==> config.mk <==
export PLATFORM = sky130hd
export DESIGN_NAME = pll_recal_seq
export DESIGN_NICKNAME = d
export VERILOG_FILES = /design/src/rtl/pll_recal_seq.sv
export SDC_FILE = /design/constraint.sdc
export NUM_CORES = 1
export LEC_CHECK = 0
export BUFFER_PORTS_ARGS = -buffer_cell sky130_fd_sc_hd__buf_2
export CORE_MARGIN = 1.5
export CORE_UTILIZATION = 50
export DETAILED_ROUTE_END_ITERATION = 8
export PLACE_DENSITY = 0.78
export REMOVE_ABC_BUFFERS = 1
export SLEW_MARGIN = 10
export SYNTH_ARGS = -nofsm -noshare
export SYNTH_HDL_FRONTEND = slang
export SYNTH_SLANG_ARGS = --single-unit
==> constraint.sdc <==
create_clock -name clk -period 2.7 [get_ports clk]
set_clock_uncertainty 0.1 [all_clocks]
set_input_delay 0.135 -clock clk [delete_from_list [all_inputs] [get_ports clk]]
set_output_delay 0.135 -clock clk [all_outputs]
set_load 0.02 [all_outputs]
==> src/rtl/pll_recal_seq.sv <==
module pll_recal_seq #(
  parameter int ADDR_W = 10,
  parameter int DATA_W = 32,
  parameter int TMR_W  = 16
) (
  input  logic              clk,
  input  logic              rst,
  input  logic              start,
  input  logic              lock_in,
  input  logic [TMR_W-1:0]  timeout_cycles,
  output logic              busy,
  output logic              done,
  output logic              error,
  output logic [ADDR_W-1:0] address,
  output logic              read,
  output logic              write,
  output logic [DATA_W-1:0] writedata,
  input  logic [DATA_W-1:0] readdata,
  input  logic              waitrequest
);

  localparam logic [ADDR_W-1:0] A_FB   = ADDR_W'('h126);
  localparam logic [ADDR_W-1:0] A_ARM  = ADDR_W'('h100);
  localparam logic [ADDR_W-1:0] A_GO   = ADDR_W'('h000);
  localparam logic [ADDR_W-1:0] A_STAT = ADDR_W'('h280);
  localparam int FB_BIT   = 0;
  localparam int ARM_BIT  = 1;
  localparam int CAL_BIT  = 1;
  localparam int LOCK_BIT = 0;
  localparam logic [DATA_W-1:0] GO_WORD  = DATA_W'(1);
  localparam logic [DATA_W-1:0] FB_MASK  = DATA_W'(1) << FB_BIT;
  localparam logic [DATA_W-1:0] ARM_MASK = DATA_W'(1) << ARM_BIT;

  typedef enum logic [2:0] {
    S_IDLE, S_SET_FB, S_CAL_ARM, S_CAL_GO, S_CAL_WAIT, S_CLR_FB, S_LOCK_WAIT, S_DONE
  } st_t;

  st_t               state;
  logic [TMR_W-1:0]  tmr;
  logic [DATA_W-1:0] mod_word;
  logic              rd_ok, wr_ok, tmr_hit, locked;

  assign rd_ok   = read & ~waitrequest;
  assign wr_ok   = write & ~waitrequest;
  assign tmr_hit = tmr >= timeout_cycles;
  assign locked  = readdata[LOCK_BIT] | lock_in;
  assign busy    = state != S_IDLE;
  assign done    = state == S_DONE;

  always_comb begin
    case (state)
      S_SET_FB:  mod_word = readdata | FB_MASK;
      S_CAL_ARM: mod_word = readdata | ARM_MASK;
      S_CLR_FB:  mod_word = readdata & ~FB_MASK;
      default:   mod_word = readdata;
    endcase
  end

  always_ff @(posedge clk) begin
    if (rst) begin
      state     <= S_IDLE;
      read      <= 1'b0;
      write     <= 1'b0;
      address   <= '0;
      writedata <= '0;
      error     <= 1'b0;
      tmr       <= '0;
    end else begin
      case (state)
        S_IDLE: if (start) begin
          error   <= 1'b0;
          read    <= 1'b1;
          address <= A_FB;
          state   <= S_SET_FB;
        end
        S_SET_FB: begin
          if (rd_ok) begin
            read      <= 1'b0;
            write     <= 1'b1;
            writedata <= mod_word;
          end else if (wr_ok) begin
            write   <= 1'b0;
            read    <= 1'b1;
            address <= A_ARM;
            state   <= S_CAL_ARM;
          end
        end
        S_CAL_ARM: begin
          if (rd_ok) begin
            read      <= 1'b0;
            write     <= 1'b1;
            writedata <= mod_word;
          end else if (wr_ok) begin
            address   <= A_GO;
            writedata <= GO_WORD;
            state     <= S_CAL_GO;
          end
        end
        S_CAL_GO: if (wr_ok) begin
          write   <= 1'b0;
          read    <= 1'b1;
          address <= A_STAT;
          tmr     <= '0;
          state   <= S_CAL_WAIT;
        end
        S_CAL_WAIT: begin
          if (tmr != '1) tmr <= tmr + 1'b1;
          if (rd_ok) begin
            if (!readdata[CAL_BIT]) begin
              address <= A_FB;
              state   <= S_CLR_FB;
            end else if (tmr_hit) begin
              read  <= 1'b0;
              error <= 1'b1;
              state <= S_IDLE;
            end
          end
        end
        S_CLR_FB: begin
          if (rd_ok) begin
            read      <= 1'b0;
            write     <= 1'b1;
            writedata <= mod_word;
          end else if (wr_ok) begin
            write   <= 1'b0;
            read    <= 1'b1;
            address <= A_STAT;
            tmr     <= '0;
            state   <= S_LOCK_WAIT;
          end
        end
        S_LOCK_WAIT: begin
          if (tmr != '1) tmr <= tmr + 1'b1;
          if (rd_ok) begin
            if (locked) begin
              read  <= 1'b0;
              state <= S_DONE;
            end else if (tmr_hit) begin
              read  <= 1'b0;
              error <= 1'b1;
              state <= S_IDLE;
            end
          end
        end
        S_DONE:  state <= S_IDLE;
        default: state <= S_IDLE;
      endcase
    end
  end

endmodule

**After elaboration in Yosys (flattened, before gate mapping)**

Cells that the tools add are included.

- Output and inout port bits: 47
- Input bits: 53
- Word-level logic and storage cells: 109
- Register bits: 64

- Eq/ne operators: 25
- Add/sub/neg operators: 1
- Reduce and logical (&&, ||, !) cells: 17
- Magnitude comparators: 1
- Mux-type cells: 54
- Bitwise operators: 4

Operator list:

| kind | number |
|---|---|
| $mux W32 | 3 |
| $mux W10 | 9 |
| $pmux W32 S2 | 1 |
| $pmux W10 S6 | 1 |
| $mux W16 | 3 |
| $pmux W16 S3 | 1 |
| $mux W3 | 13 |
| $ne A2 B2 Y1 const B | 14 |
| $pmux W3 S8 | 1 |
| $mux W1 | 18 |
| $add A16 B1 Y16 const B | 1 |
| $ge A16 B16 Y1 | 1 |
| $ne A16 B16 Y1 const B | 1 |
| $eq A3 B3 Y1 const B | 4 |
| $reduce_and A6 Y1 | 2 |
| $reduce_bool A3 Y1 | 4 |
| $reduce_bool A6 Y1 | 2 |
| $reduce_and A10 Y1 | 1 |
| $reduce_and A9 Y1 | 1 |
| $eq A3 B2 Y1 const B | 2 |
| $pmux W1 S3 | 2 |
| $pmux W1 S6 | 1 |
| $reduce_and A3 Y1 | 2 |
| $ne A2 B1 Y1 const B | 2 |
| other kinds (10) | 12 |

**Logic depth before layout (Yosys ltp)**

Gate-level depths: netlist of run 1.

- Depth after elaboration: 5
- Mapped depth: 8
- Mapped depth without buffers: 8

**Least setup slack after synthesis of run 1**

Ideal clock, no wire load.

- Path type: reg-to-reg
- Start: register tmr[2]
- End: register state[1]
- Setup slack: 0.693 ns
- Period minus slack after synthesis: 2.007 ns
- Data required time: 2.509 ns
- Arrival: 1.816 ns
- Path buffers: 0
- Library setup time: 0.091 ns
- Stages on the path, launching flop included: 8
- Cell sequence: dfxtp_1 -> ha_1 -> a211oi_2 -> o21ai_1 -> a41oi_1 -> o21ai_0 -> or3_1 -> a311oi_1

- Cells in the longest elaborated chain, start to end: 5
- Elaborated cells between the ends (all ways): 7
- Those cells by class: order compare (1); mux (6)

RTL lines:

| element | RTL line | RTL |
|---|---|---|
| start, declared | 39 | `logic [TMR_W-1:0] tmr;` |
| start signal, assigned | 107 | `if (tmr != '1) tmr <= tmr + 1'b1;` |
| start signal, assigned | 133 | `if (tmr != '1) tmr <= tmr + 1'b1;` |
| $ge A16 B16 Y1 (*) | 45 | `assign tmr_hit = tmr >= timeout_cycles;` |
| $mux W3 (*) | - |  |
| $mux W3, on equally long branches (2 in series) | - |  |
| $pmux W3 S8 (*) | - |  |
| end signal, assigned | 61 | `state <= S_IDLE;` |
| end signal, assigned | 74 | `state <= S_SET_FB;` |
| end signal, assigned | 85 | `state <= S_CAL_ARM;` |
| end, declared | 38 | `st_t state;` |

Mark *: on every way between the ends. The rest lies on a longest branch, timed or not. The select of a mux whose other input is x is not followed.
A chain may end at the register's enable or synchronous reset.

**Worst setup path after layout of run 1**

- Start: register tmr[11]
- End: register state[1]

Same word-level chain as after synthesis.

==> results of run 1 <==
[cell families after synthesis]
kind of cell | count (synthesis) | share of synthesized area [%]
AO/OA/AOI/OAI | 91 | 17.8
other | 1 | 0.117
flip-flops | 57 | 35.6
multiplexers | 2 | 0.625
adder cells (fa/ha/maj) | 17 | 6.64
AND/OR/NAND/NOR | 166 | 26.4
XOR/XNOR | 13 | 3.55
buffers and inverters | 55 | 9.25
[worst min-delay path, cell delays in order]
cell	delay, ns
buf_2	0.13
o211ai_1	0.17
a21oi_1	0.08
[cell usage in the layout (no fill, tap or decap), types with 11 or more instances in the layout]
master	count
buf_2	95
dfxtp_1	57
nand2_1	53
a21oi_1	51
nand3_1	42
dlygate4sd3_1	30
nor2_1	29
inv_1	24
ha_1	17
o21ai_0	13
clkbuf_8	13
xor2_1	11
[worst max-delay path by stage]
stage | start | endpoint | slack, ns | cells past startpoint
finish | tmr[11]$_SDFFE_PP0P_ | state[1]$_SDFFE_PP0P_ | 0.35 | 7
global route | tmr[9]$_SDFFE_PP0P_ | state[1]$_SDFFE_PP0P_ | 0.19 | 7
CTS | tmr[2]$_SDFFE_PP0P_ | state[1]$_SDFFE_PP0P_ | 0.38 | 7
detailed placement | tmr[2]$_SDFFE_PP0P_ | state[1]$_SDFFE_PP0P_ | 0.39 | 7
global placement | tmr[2]$_SDFFE_PP0P_ | state[1]$_SDFFE_PP0P_ | 0.50 | 7
floorplan | state[1]$_SDFFE_PP0P_ | writedata[0]$_SDFFE_PP0P_ | 0.35 | 6
[power by group]
part	internal, mW	switching (mW)	leakage [nW]
sequential	0.878	0.0608	0.461
clock	0.520	0.322	0.112
combinational	0.223	0.342	1.29
[metrics by stage]
stage          util (%)  instances  total power [mW]  hold WS, ns
4_1_cts            68.3        595              2.36        0.129
6_report           68.3        595              2.35        0.145
3_3_place_gp       59.8        550              1.47        0.292
5_1_grt            68.3        595              2.46        0.153
3_5_place_dp       59.8        550              1.48        0.298
2_1_floorplan         -        374              1.29        0.104
[layer usage]
layer	part of all wire [%]	GRT usage (%)
met1	41	29.4
met2	50	43.8
met3	4.9	6.56
met4	4.3	12.3
met5	0	0
[area by class of cell]
| cell class | count | share of cell area (%) |
|---|---|---|
| clock inverter | 2 | 0.846 |
| sequential | 57 | 27.6 |
| inverter | 24 | 2.18 |
| tap | 75 | 2.27 |
| timing repair buffer | 131 | 19.8 |
| multi-input combinational | 293 | 43.0 |
| clock buffer | 13 | 4.32 |
[what timing repair did]
| item | in CTS | in global routing |
|---|---|---|
| endpoints found under the hold margin | 30 | 0 |
| hold buffers | 30 | 0 |
| buffers inserted | 0 | 0 |
| setup endpoints to repair | 0 | 0 |
[state kept, by name, indices dropped and copies added (netlist names)]
register,count
read,1
write,1
state,3
tmr,16
writedata,32
address,3
error,1
==> results.md, run 1 <==
- EDFF count, synth: 0
- Avg Cell Area, Syn: ~8 µm²
- Clk_lat worst skew: between 0.3 and 0.4 ns
- Crit path capture type: flop
- Most numerous cell in the Yosys netlist: dfxtp_1
- Synthesized area: around 3200 µm²
- Ranking of synthesized cells by area: dfxtp_1 (36%), a21oi_1 (8.0%), ha_1 (6.6%)
- Clk buf depth: 2
- Gr usage total: approximately 26%
- Iteration-0 DRC Markers: 116
- CP arrival: 2.48 ns
- Core area: ~6000 µm²
- Setup Viol. Count Final: 0
- CTS tree: yes
- Detailed placer's ending HPWL: 5.57 mm
- Die X-Extent: 83.1 µm
- Largest net degree at the start of global routing: 45
- Final Max Tran Viols: 0
- Height of the die: about 83 µm
- Antenna violations before repair: 0
- Slew margin rel.: 58.9%
- Register area share after synthesis: 35.6%
- Worst path slowest cell: dfxtp_1
- H-tree depth: 3
- Initial Util: around 53%
- Top_reg_cell synth: dfxtp_1
- Status: finished, final reports clean
- Asr flop ratio synth: 0%
- Final hold vios: 0
- WP buf/inv: 0
- Die area: 6900 µm²
- Worst-path cell chain: ha_1, a21oi_1, o21ai_0, a221oi_1, o21ai_0, or3_1, a311oi_1
- GRT Residual Overflow: 0
- Num CTS Buffers: 9
- CTS clock-pin slew for the worst setup and hold paths: 0.06 ns
- Most used cell, CP: o21ai_0
- GP Congestion: 0.832
- Kind of critical path: flop to flop
- Leak Pwr: 1.86 nW
- Worst r2r dst: state[1]$_SDFFE_PP0P_
- Hold endpoint: writedata[1]$_SDFFE_PP0P_
- CTS resizes: 0
- Hold path startpoint: readdata[1]
- #FFs+latches synth: 57
- Drt total wl: 8.68 mm
- Reg2Reg Launch Point: tmr[11]$_SDFFE_PP0P_
- Antenna diode count: 0
- Top cell type's share of synthesized area: 35.6%
- First-pass GRT wire length: between 10 and 15 mm
- Startpoint Class: flop
- Worst VDD drop: 0.000448 V
- Yosys top cell by area: dfxtp_1
- Via count: roughly 3300
- CP top delay family: compound AO/OA/AOI/OAI gates
- Clk root buf: clkbuf_8
- Hold path cells: 3
- RSZ-0062 raised after global routing: false
- Max-cap viol count: 0
- Mapped Cells: approximately 400
- Cell Area, Placed: about 3600 µm²
- Num ports: 100
- PnR worst setup slack: 0.354 ns
- Crit Path Max Fanout: 4
- Ys Warns: 0
- PortBufs: 95
- Synth cell count leaders: dfxtp_1 (57), nand2_1 (53), a21oi_1 (51)
- Post-Route Setup TNS: 0 ns
- Share of layout cells above drive strength 1: 25.6%
- Worst EP required: between 2 and 3 ns
- Fin crit share: just under 90%
- Cell area after layout: 4140 µm²
- Final nets: 586
- Hold Path Class: input port to flop
- FF-to-FF setup slack: about 0.35 ns
- Area occupied by multi-input gates: approximately 1800 µm²
- FILL cells: a little over 500
- Number of distinct library cells after synthesis: 53
- Max incr delay on CP: roughly 0.39 ns
- Cells on worst reg2reg path: 7
- Layout overhead on the synthesized area: 29.1%
- Final ANT Viol Nets: 0
- Worst-Margin Slew: 0.615 ns
- Vias in the first global route: 3184
- Via/cell ratio: 5.54
- FF+latch area: 1140 µm²
- Row cnt: 28
- FMAX: 426 MHz
- Avg WL per Cell: 14.6 µm
- DR pass1 iterations: 4
- Power Density: 567 nW/µm²
- Min Tclk post-route: approximately 2.3 ns
- Residual DRC: 0
- Clock sinks: between 50 and 60
- Setup slack at placement: 0.389 ns
Power figures use the tool's default switching activity.
==> inputs of run 2 (changes only) <==
Settings changed: ABC_AREA set to 1, PLACE_DENSITY 0.78 to 0.79.
==> run 2 against run 1 <==
  * Non-clock buffer count is 1 lower
  * Clock power is 9.7% higher
  * First-iteration DRC count is 66% higher
  * Synthesized area is 2.3% lower
  * Global-route usage is 1.9 points higher
  * Die area is 2.2% lower
  * Synthesized cell count is 14% higher
  * Worst hold slack worse by 0.073 ns
  * Count of clock-buffer cells in the layout is 2 lower
  * Design area is 0.51% higher
  * Critical path depth is 4 higher
  * Sequential power is 5.2% higher
  * Critical path type unchanged
  * Critical endpoint is now tmr[5]$_SDFFE_PP0P_
==> results.md, run 2 <==
- Min Tclk post-route: 2.00 ns (-0.346 ns)
- Power Density: 682 nW/µm² (+20%)
- Synth cell count leaders: nand2_1 (111), a21oi_1 (60), dfxtp_1 (57)
- DR pass1 iterations: 5 (+1)
- Worst Setup SP: state[1]$_SDFFE_PP0P_
- Largest net degree at the start of global routing: 34 (-24%)
- Crit path capture type: flop
- Post-Route Setup TNS: 0 ns (unchanged)
- Share of layout cells above drive strength 1: 22.7% (-2.9 points)
- Max-cap viol count: 0 (unchanged)
- Residual DRC: 0 (unchanged)
- CP arrival: 2.14 ns (-0.34 ns)
- GP Congestion: 0.983 (+18%)
- Most numerous cell in the Yosys netlist: nand2_1
- Max reg flops: 32 (unchanged)
- Iteration-0 DRC Markers: 193 (+66%)
- Clock sinks: 57 (unchanged)
- Height of the die: 82.1 µm (-1.1%)
- Top_reg_cell synth: dfxtp_1
- Die area: 6750 µm² (-2.2%)
- Mapped Cells: 460 (+14%)
- Gr usage total: 27.4% (+1.9 points)
- Highest metal used: met4
- CTS tree: yes
- Worst EP required: 2.84 ns (about the same)
- GRT Residual Overflow: 0 (unchanged)
- Avg Cell Area, Syn: 6.81 µm² (-15%)
- Commonest non-fill, non-tap cell in the layout: nand2_1
- Cell area after layout: 4160 µm² (+0.51%)
- Kind of critical path: flop to flop
- Core area: 5990 µm² (-1.2%)
- Initial Util: 52.3% (-0.61 points)
- Synthesized area: 3130 µm² (-2.3%)
- Largest registers: writedata x32, tmr x16
- Met2 routed wirelength: 4.54 mm (+5.0%)
- EDFF count, synth: 0 (unchanged)
- Worst VDD drop: 0.000590 V (+32%)
- DR WL met3: 507 µm (+20%)
- Register area share after synthesis: 36.4% (+0.84 points)
- Die X-Extent: 82.1 µm (-1.1%)
- Vias in the first global route: 3141 (-1.4%)
- Post-CTS Setup Inserts: 0 (unchanged)
- PnR worst setup slack: 0.700 ns (+0.346 ns)
- Setup slack at placement: 0.746 ns (+0.357 ns)
- Via count: 3543 (+7.5%)
- Yosys top cell by area: dfxtp_1
- Via/cell ratio: 5.36 (-3.3%)
- Layout overhead on the synthesized area: 32.8%
- Hold Path Class: input port to flop
- Status: finished, final reports clean
- Startpoint Class: flop
- Reg2Reg Launch Point: state[1]$_SDFFE_PP0P_
- #FFs+latches synth: 57 (unchanged)
- Clk buf depth: 2 (unchanged)
- Crit Path Max Fanout: 7 (+3)
- Avg WL per Cell: 13.7 µm (-6.0%)
- Cell Area, Placed: 3620 µm² (-0.10%)
- Final nets: 651 (+11%)
- Ys Warns: 0 (unchanged)
- Final hold vios: 0 (unchanged)
- Row cnt: 28 (unchanged)
- WP buf/inv: 1 (+1)
- Max incr delay on CP: 0.52 ns (+0.13 ns)
- RSZ-0062 raised after global routing: false
- Worst path slowest cell: dfxtp_1
- Asr flop ratio synth: 0% (unchanged)
- Setup Viol. Count Final: 0 (unchanged)
- Biggest register: writedata
- CTS clock-pin slew for the worst setup and hold paths: 0.07 ns (about the same)
- Ranking of synthesized cells by area: dfxtp_1 (36%), nand2_1 (13%), a21oi_1 (9.6%)
- Final ANT Viol Nets: 0 (unchanged)
- Number of distinct library cells after synthesis: 35 (-34%)
- Hold path startpoint: readdata[1]
- Final Max Tran Viols: 0 (unchanged)
- Num ports: 100 (unchanged)
- Worst-path cell chain: nand2_2, nand2_1, nor2_1, nor2_1, nand3_2, nor3_2, nand2_1, nand2_1, inv_2, nand2_1, nor2_1
- PortBufs: 95 (unchanged)
- Worst hold slack: 0.0712 ns (-0.0735 ns)
- CP top delay family: simple AND/OR/NAND/NOR gates
- Fin crit share: 74.1% (-13 points)
- H-tree depth: 3 (unchanged)
- Num CTS Buffers: 9 (unchanged)
- Layout Utilization: 69.4% (+1.2 points)
- Commonest cells after routing, fill and taps aside: nand2_1 (111), buf_2 (95), a21oi_1 (60), dfxtp_1 (57), inv_1 (52)
- FMAX: 500 MHz (+17%)
- Top cell type's share of synthesized area: 36.4% (+0.84 points)
- Antenna violations before repair: 0 (unchanged)
- Clk_lat worst skew: 0.35 ns (+0.02 ns)
- Met1 WL: 3.64 mm (+2.3%)
- Antenna diode count: 0 (unchanged)
- Most used cell, CP: nand2_1
- Detailed placer's ending HPWL: 5.81 mm (+4.4%)
- FF-to-FF setup slack: 0.70 ns (+0.35 ns)
- Drt total wl: 9.06 mm (+4.4%)
- Leak Pwr: 2.00 nW (+7.3%)
- Clk root buf: clkbuf_8
- First-pass GRT wire length: 14.1 mm (-3.5%)
[run 2: worst paths after layout]
kind	end	cells after the start
setup / recovery	tmr[5]$_SDFFE_PP0P_	11
hold / removal	writedata[1]$_SDFFE_PP0P_	3
setup reg to reg	tmr[5]$_SDFFE_PP0P_	11
hold reg to reg	writedata[31]$_SDFFE_PP0P_	2
[run 2: layer usage]
| layer | vias up | GRT usage [%] |
|---|---|---|
| met4 | 0 | 11.7 |
| met5 | - | 0 |
| li1 | 1736 | - |
| met2 | 162 | 46.6 |
| met3 | 41 | 8.46 |
| met1 | 1604 | 31.6 |
[run 2: tightest hold or removal path: stages]
cell      delay, ns
buf_2          0.10
o21ai_0        0.16
a211oi_1       0.07
[run 2: through the flow]
step | std cells | power, mW
2_1_floorplan | 440 | 1.57
3_3_place_gp | 614 | 1.86
3_5_place_dp | 614 | 1.86
4_1_cts | 661 | 2.82
5_1_grt | 661 | 2.98
6_report | 661 | 2.84
[run 2: layout make-up]
| cell class | count | area [µm²] |
|---|---|---|
| clock buffer | 11 | 151 |
| clock inverter | 5 | 77.6 |
| fill | 485 | 1830 |
| inverter | 56 | 210 |
| multi-input combinational | 327 | 1670 |
| sequential | 57 | 1140 |
| tap | 75 | 93.8 |
| timing repair buffer | 130 | 816 |
[run 2: logic make-up after synthesis]
logic type / count (synthesis) / share of synthesized area [%]
fa+ha+maj: 17 / 6.79
flops: 57 / 36.4
xor+xnor: 4 / 1.12
compound gates: 85 / 14.7
simple gates: 217 / 30.3
buf+inv: 79 / 10.6
other cells: 1 / 0.120
[run 2: repair_timing]
| action | CTS | global route |
|---|---|---|
| endpoints found under the hold margin | 31 | 0 |
| hold buffers | 31 | 0 |
| setup endpoints to repair | 0 | 0 |
| resized for setup | 0 | 0 |
[run 2: where the power goes]
part | switching [mW] | internal (mW) | total (mW)
registers | 0.0729 | 0.914 | 0.987
clock network | 0.358 | 0.566 | 0.924
logic | 0.631 | 0.293 | 0.924
==> inputs of run 3 (changes only) <==
Clock period 2.7 ns to 2 ns, I/O delays scaled along.
==> run 3 against run 2 <==
  * First-iteration DRC count rose by 61%
  * Worst setup slack got worse by 0.60 ns
  * Largest cell class unchanged
  * Sequential power rose by 36%
  * Sequential share of layout area fell by 0.26 points
  * Highest routed layer unchanged
  * Largest power group unchanged
==> results.md, run 3 (synthesized netlist as in run 2, its figures left out) <==
- Status: finished, final reports clean
- Share of layout cells above drive strength 1: 25.1% (+2.4 points)
- Detailed placer's ending HPWL: 5.75 mm (-1.0%)
- Initial Util: 52.3% (unchanged)
- Internal Power: 2.26 mW (+27%)
- Core area: 5990 µm² (unchanged)
- CTS tree: yes
- H-tree depth: 3 (unchanged)
- Max-cap viol count: 0 (unchanged)
- Iteration-0 DRC Markers: 311 (+61%)
- Vias in the first global route: 3123 (-0.57%)
- Worst VDD drop: 0.000765 V (+30%)
- Worst Setup SP: tmr[0]$_SDFFE_PP0P_
- Antenna diode count: 0 (unchanged)
- Largest registers: writedata x32, tmr x16
- Leak Pwr: 2.03 nW (+1.5%)
- Setup Viol. Count Final: 0 (unchanged)
- Row cnt: 28 (unchanged)
- Clk root buf: clkbuf_8
- Worst EP required: 2.15 ns (-0.69 ns)
- Die X-Extent: 82.1 µm (unchanged)
- Final Max Tran Viols: 0 (unchanged)
- Die area: 6750 µm² (unchanged)
- Post-Route Setup TNS: 0 ns (unchanged)
- DR pass1 iterations: 5 (unchanged)
- FILL cells: 473 (-2.5%)
- Gr usage total: 26.4% (-1.0 points)
- Drt total wl: 8.91 mm (-1.6%)
- GRT Residual Overflow: 0 (unchanged)
- GP Congestion: 0.927 (-5.7%)
- Reg2Reg Launch Point: tmr[0]$_SDFFE_PP0P_
- Largest net degree at the start of global routing: 34 (unchanged)
- Worst hold slack: 0.0589 ns (-0.0122 ns)
- Clock sinks: 57 (unchanged)
- Commonest non-fill, non-tap cell in the layout: nand2_1
- Height of the die: 82.1 µm (unchanged)
- Finished Layout Cells: 668 (+1.1%)
- Net Sw Frac: 38.3% (+0.89 points)
- Antenna violations before repair: 0 (unchanged)
- Clk buf depth: 2 (unchanged)
- CP arrival: 2.06 ns (-0.08 ns)
- FF-to-FF setup slack: 0.1 ns (-0.60 ns)
- Final hold vios: 0 (unchanged)
- Via count: 3542 (-0.028%)
- Worst r2r dst: tmr[0]$_SDFFE_PP0P_
- CTS clock-pin slew for the worst setup and hold paths: 0.06 ns (about the same)
- Kind of critical path: flop to flop
- Crit path capture type: flop
- Crit Path Max Fanout: 8 (+1)
- FMAX: 526 MHz (+5.1%)
- Clock network power share: 27.4% (-5.2 points)
- FF+latch area: 1150 µm² (+0.66%)
- Combinational Power Share: 36.0% (+3.4 points)
- Hold Path Class: input port to flop
- Layout overhead on the synthesized area: 35.0%
- Placed cells: 617 (+0.49%)
- Min Tclk post-route: 1.90 ns (-0.0979 ns)
- Max reg flops: 32 (unchanged)
- Cells on worst reg2reg path: 10 (-1)
- Final ANT Viol Nets: 0 (unchanged)
- CP endpoint: tmr[0]$_SDFFE_PP0P_
- Layout Utilization: 70.6% (+1.1 points)
- First-pass GRT wire length: 13.6 mm (-3.5%)
- Via/cell ratio: 5.30 (-1.1%)
- Power Density: 866 nW/µm² (+27%)
- Avg WL per Cell: 13.3 µm (-2.7%)
- Startpoint Class: flop
- Sw Pwr: 1.40 mW (+32%)
- Fin crit share: 95.1% (+21 points)
- Biggest register: writedata
- PortBufs: 95 (unchanged)
- Sequential share of power: 36.6% (+1.8 points)
- Area occupied by multi-input gates: 1690 µm² (+0.90%)
- Residual DRC: 0 (unchanged)
- Commonest cells after routing, fill and taps aside: nand2_1 (110), buf_2 (95), a21oi_1 (60), inv_1 (52), dfxtp_1 (51)
- Clk_lat worst skew: 0.33 ns (-0.02 ns)
- Final nets: 659 (+1.2%)
- Num CTS Buffers: 9 (unchanged)
- Num ports: 100 (unchanged)
-- run 3: how the worst min path moves through the flow --
stage | end | depth (start not counted) | slack (ns) | start
after floorplan | address[7]$_SDFFE_PP0P_ | 1 | 0.07 | rst
after global placement | writedata[27]$_SDFFE_PP0P_ | 3 | 0.27 | readdata[27]
after detailed placement | writedata[15]$_SDFFE_PP0P_ | 3 | 0.27 | readdata[15]
after CTS | writedata[1]$_SDFFE_PP0P_ | 3 | 0.05 | readdata[1]
after global routing | writedata[1]$_SDFFE_PP0P_ | 3 | 0.09 | readdata[1]
final | writedata[1]$_SDFFE_PP0P_ | 3 | 0.06 | readdata[1]
-- run 3: through the flow --
stage / setup WS, ns / power (mW) / area [µm²]
2_1_floorplan: -0.367 / 2.12 / 3020
3_3_place_gp: 0.117 / 2.58 / 3670
3_5_place_dp: 0.0749 / 2.56 / 3670
4_1_cts: 0.0636 / 3.62 / 4160
5_1_grt: -0.0130 / 3.87 / 4230
6_report: 0.0979 / 3.66 / 4230
-- run 3: repair_timing --
| item | in CTS | in global routing |
|---|---|---|
| setup buffers | 0 | 5 |
| endpoints found under the hold margin | 31 | 0 |
| resized for setup | 0 | 11 |
| endpoints found under the setup margin | 0 | 18 |
| hold buffers | 31 | 0 |
-- run 3: routing by layer --
metal / GRT usage, % / wire (µm) / vias to the layer above
li1: - / - / 1751
met1: 29.7 / 3630 / 1616
met2: 47.1 / 4500 / 143
met3: 6.59 / 516 / 32
met4: 11.0 / 264 / 0
met5: 0 / 0 / -
-- run 3: power groups by stage --
stage | Clock, mW | Combinational, mW | Sequential [mW]
CTS | 1.02 | 1.27 | 1.33
global route | 1.06 | 1.46 | 1.35
detailed placement | 0 | 1.21 | 1.35
floorplan | 0 | 0.662 | 1.46
finish | 1.00 | 1.32 | 1.34
global placement | 0 | 1.22 | 1.35
-- run 3: critical path, stage by stage, from the launching register on --
cell,delay (ns)
dfxtp_1,0.36
ha_1,0.20
nand2_2,0.08
nor3_2,0.24
nand2_1,0.09
nor2_2,0.11
nand2_1,0.10
nand3_4,0.11
clkbuf_4,0.20
a21oi_1,0.07
a211oi_2,0.16
-- run 3: layout make-up --
class                   count  area share, %
inverters                  56           4.97
well taps                  75           2.22
repair buffers            138           21.6
clock inverters             4           1.07
flip-flops and latches     57           27.2
multi-input cells         327           39.9
clock buffers              11           3.11
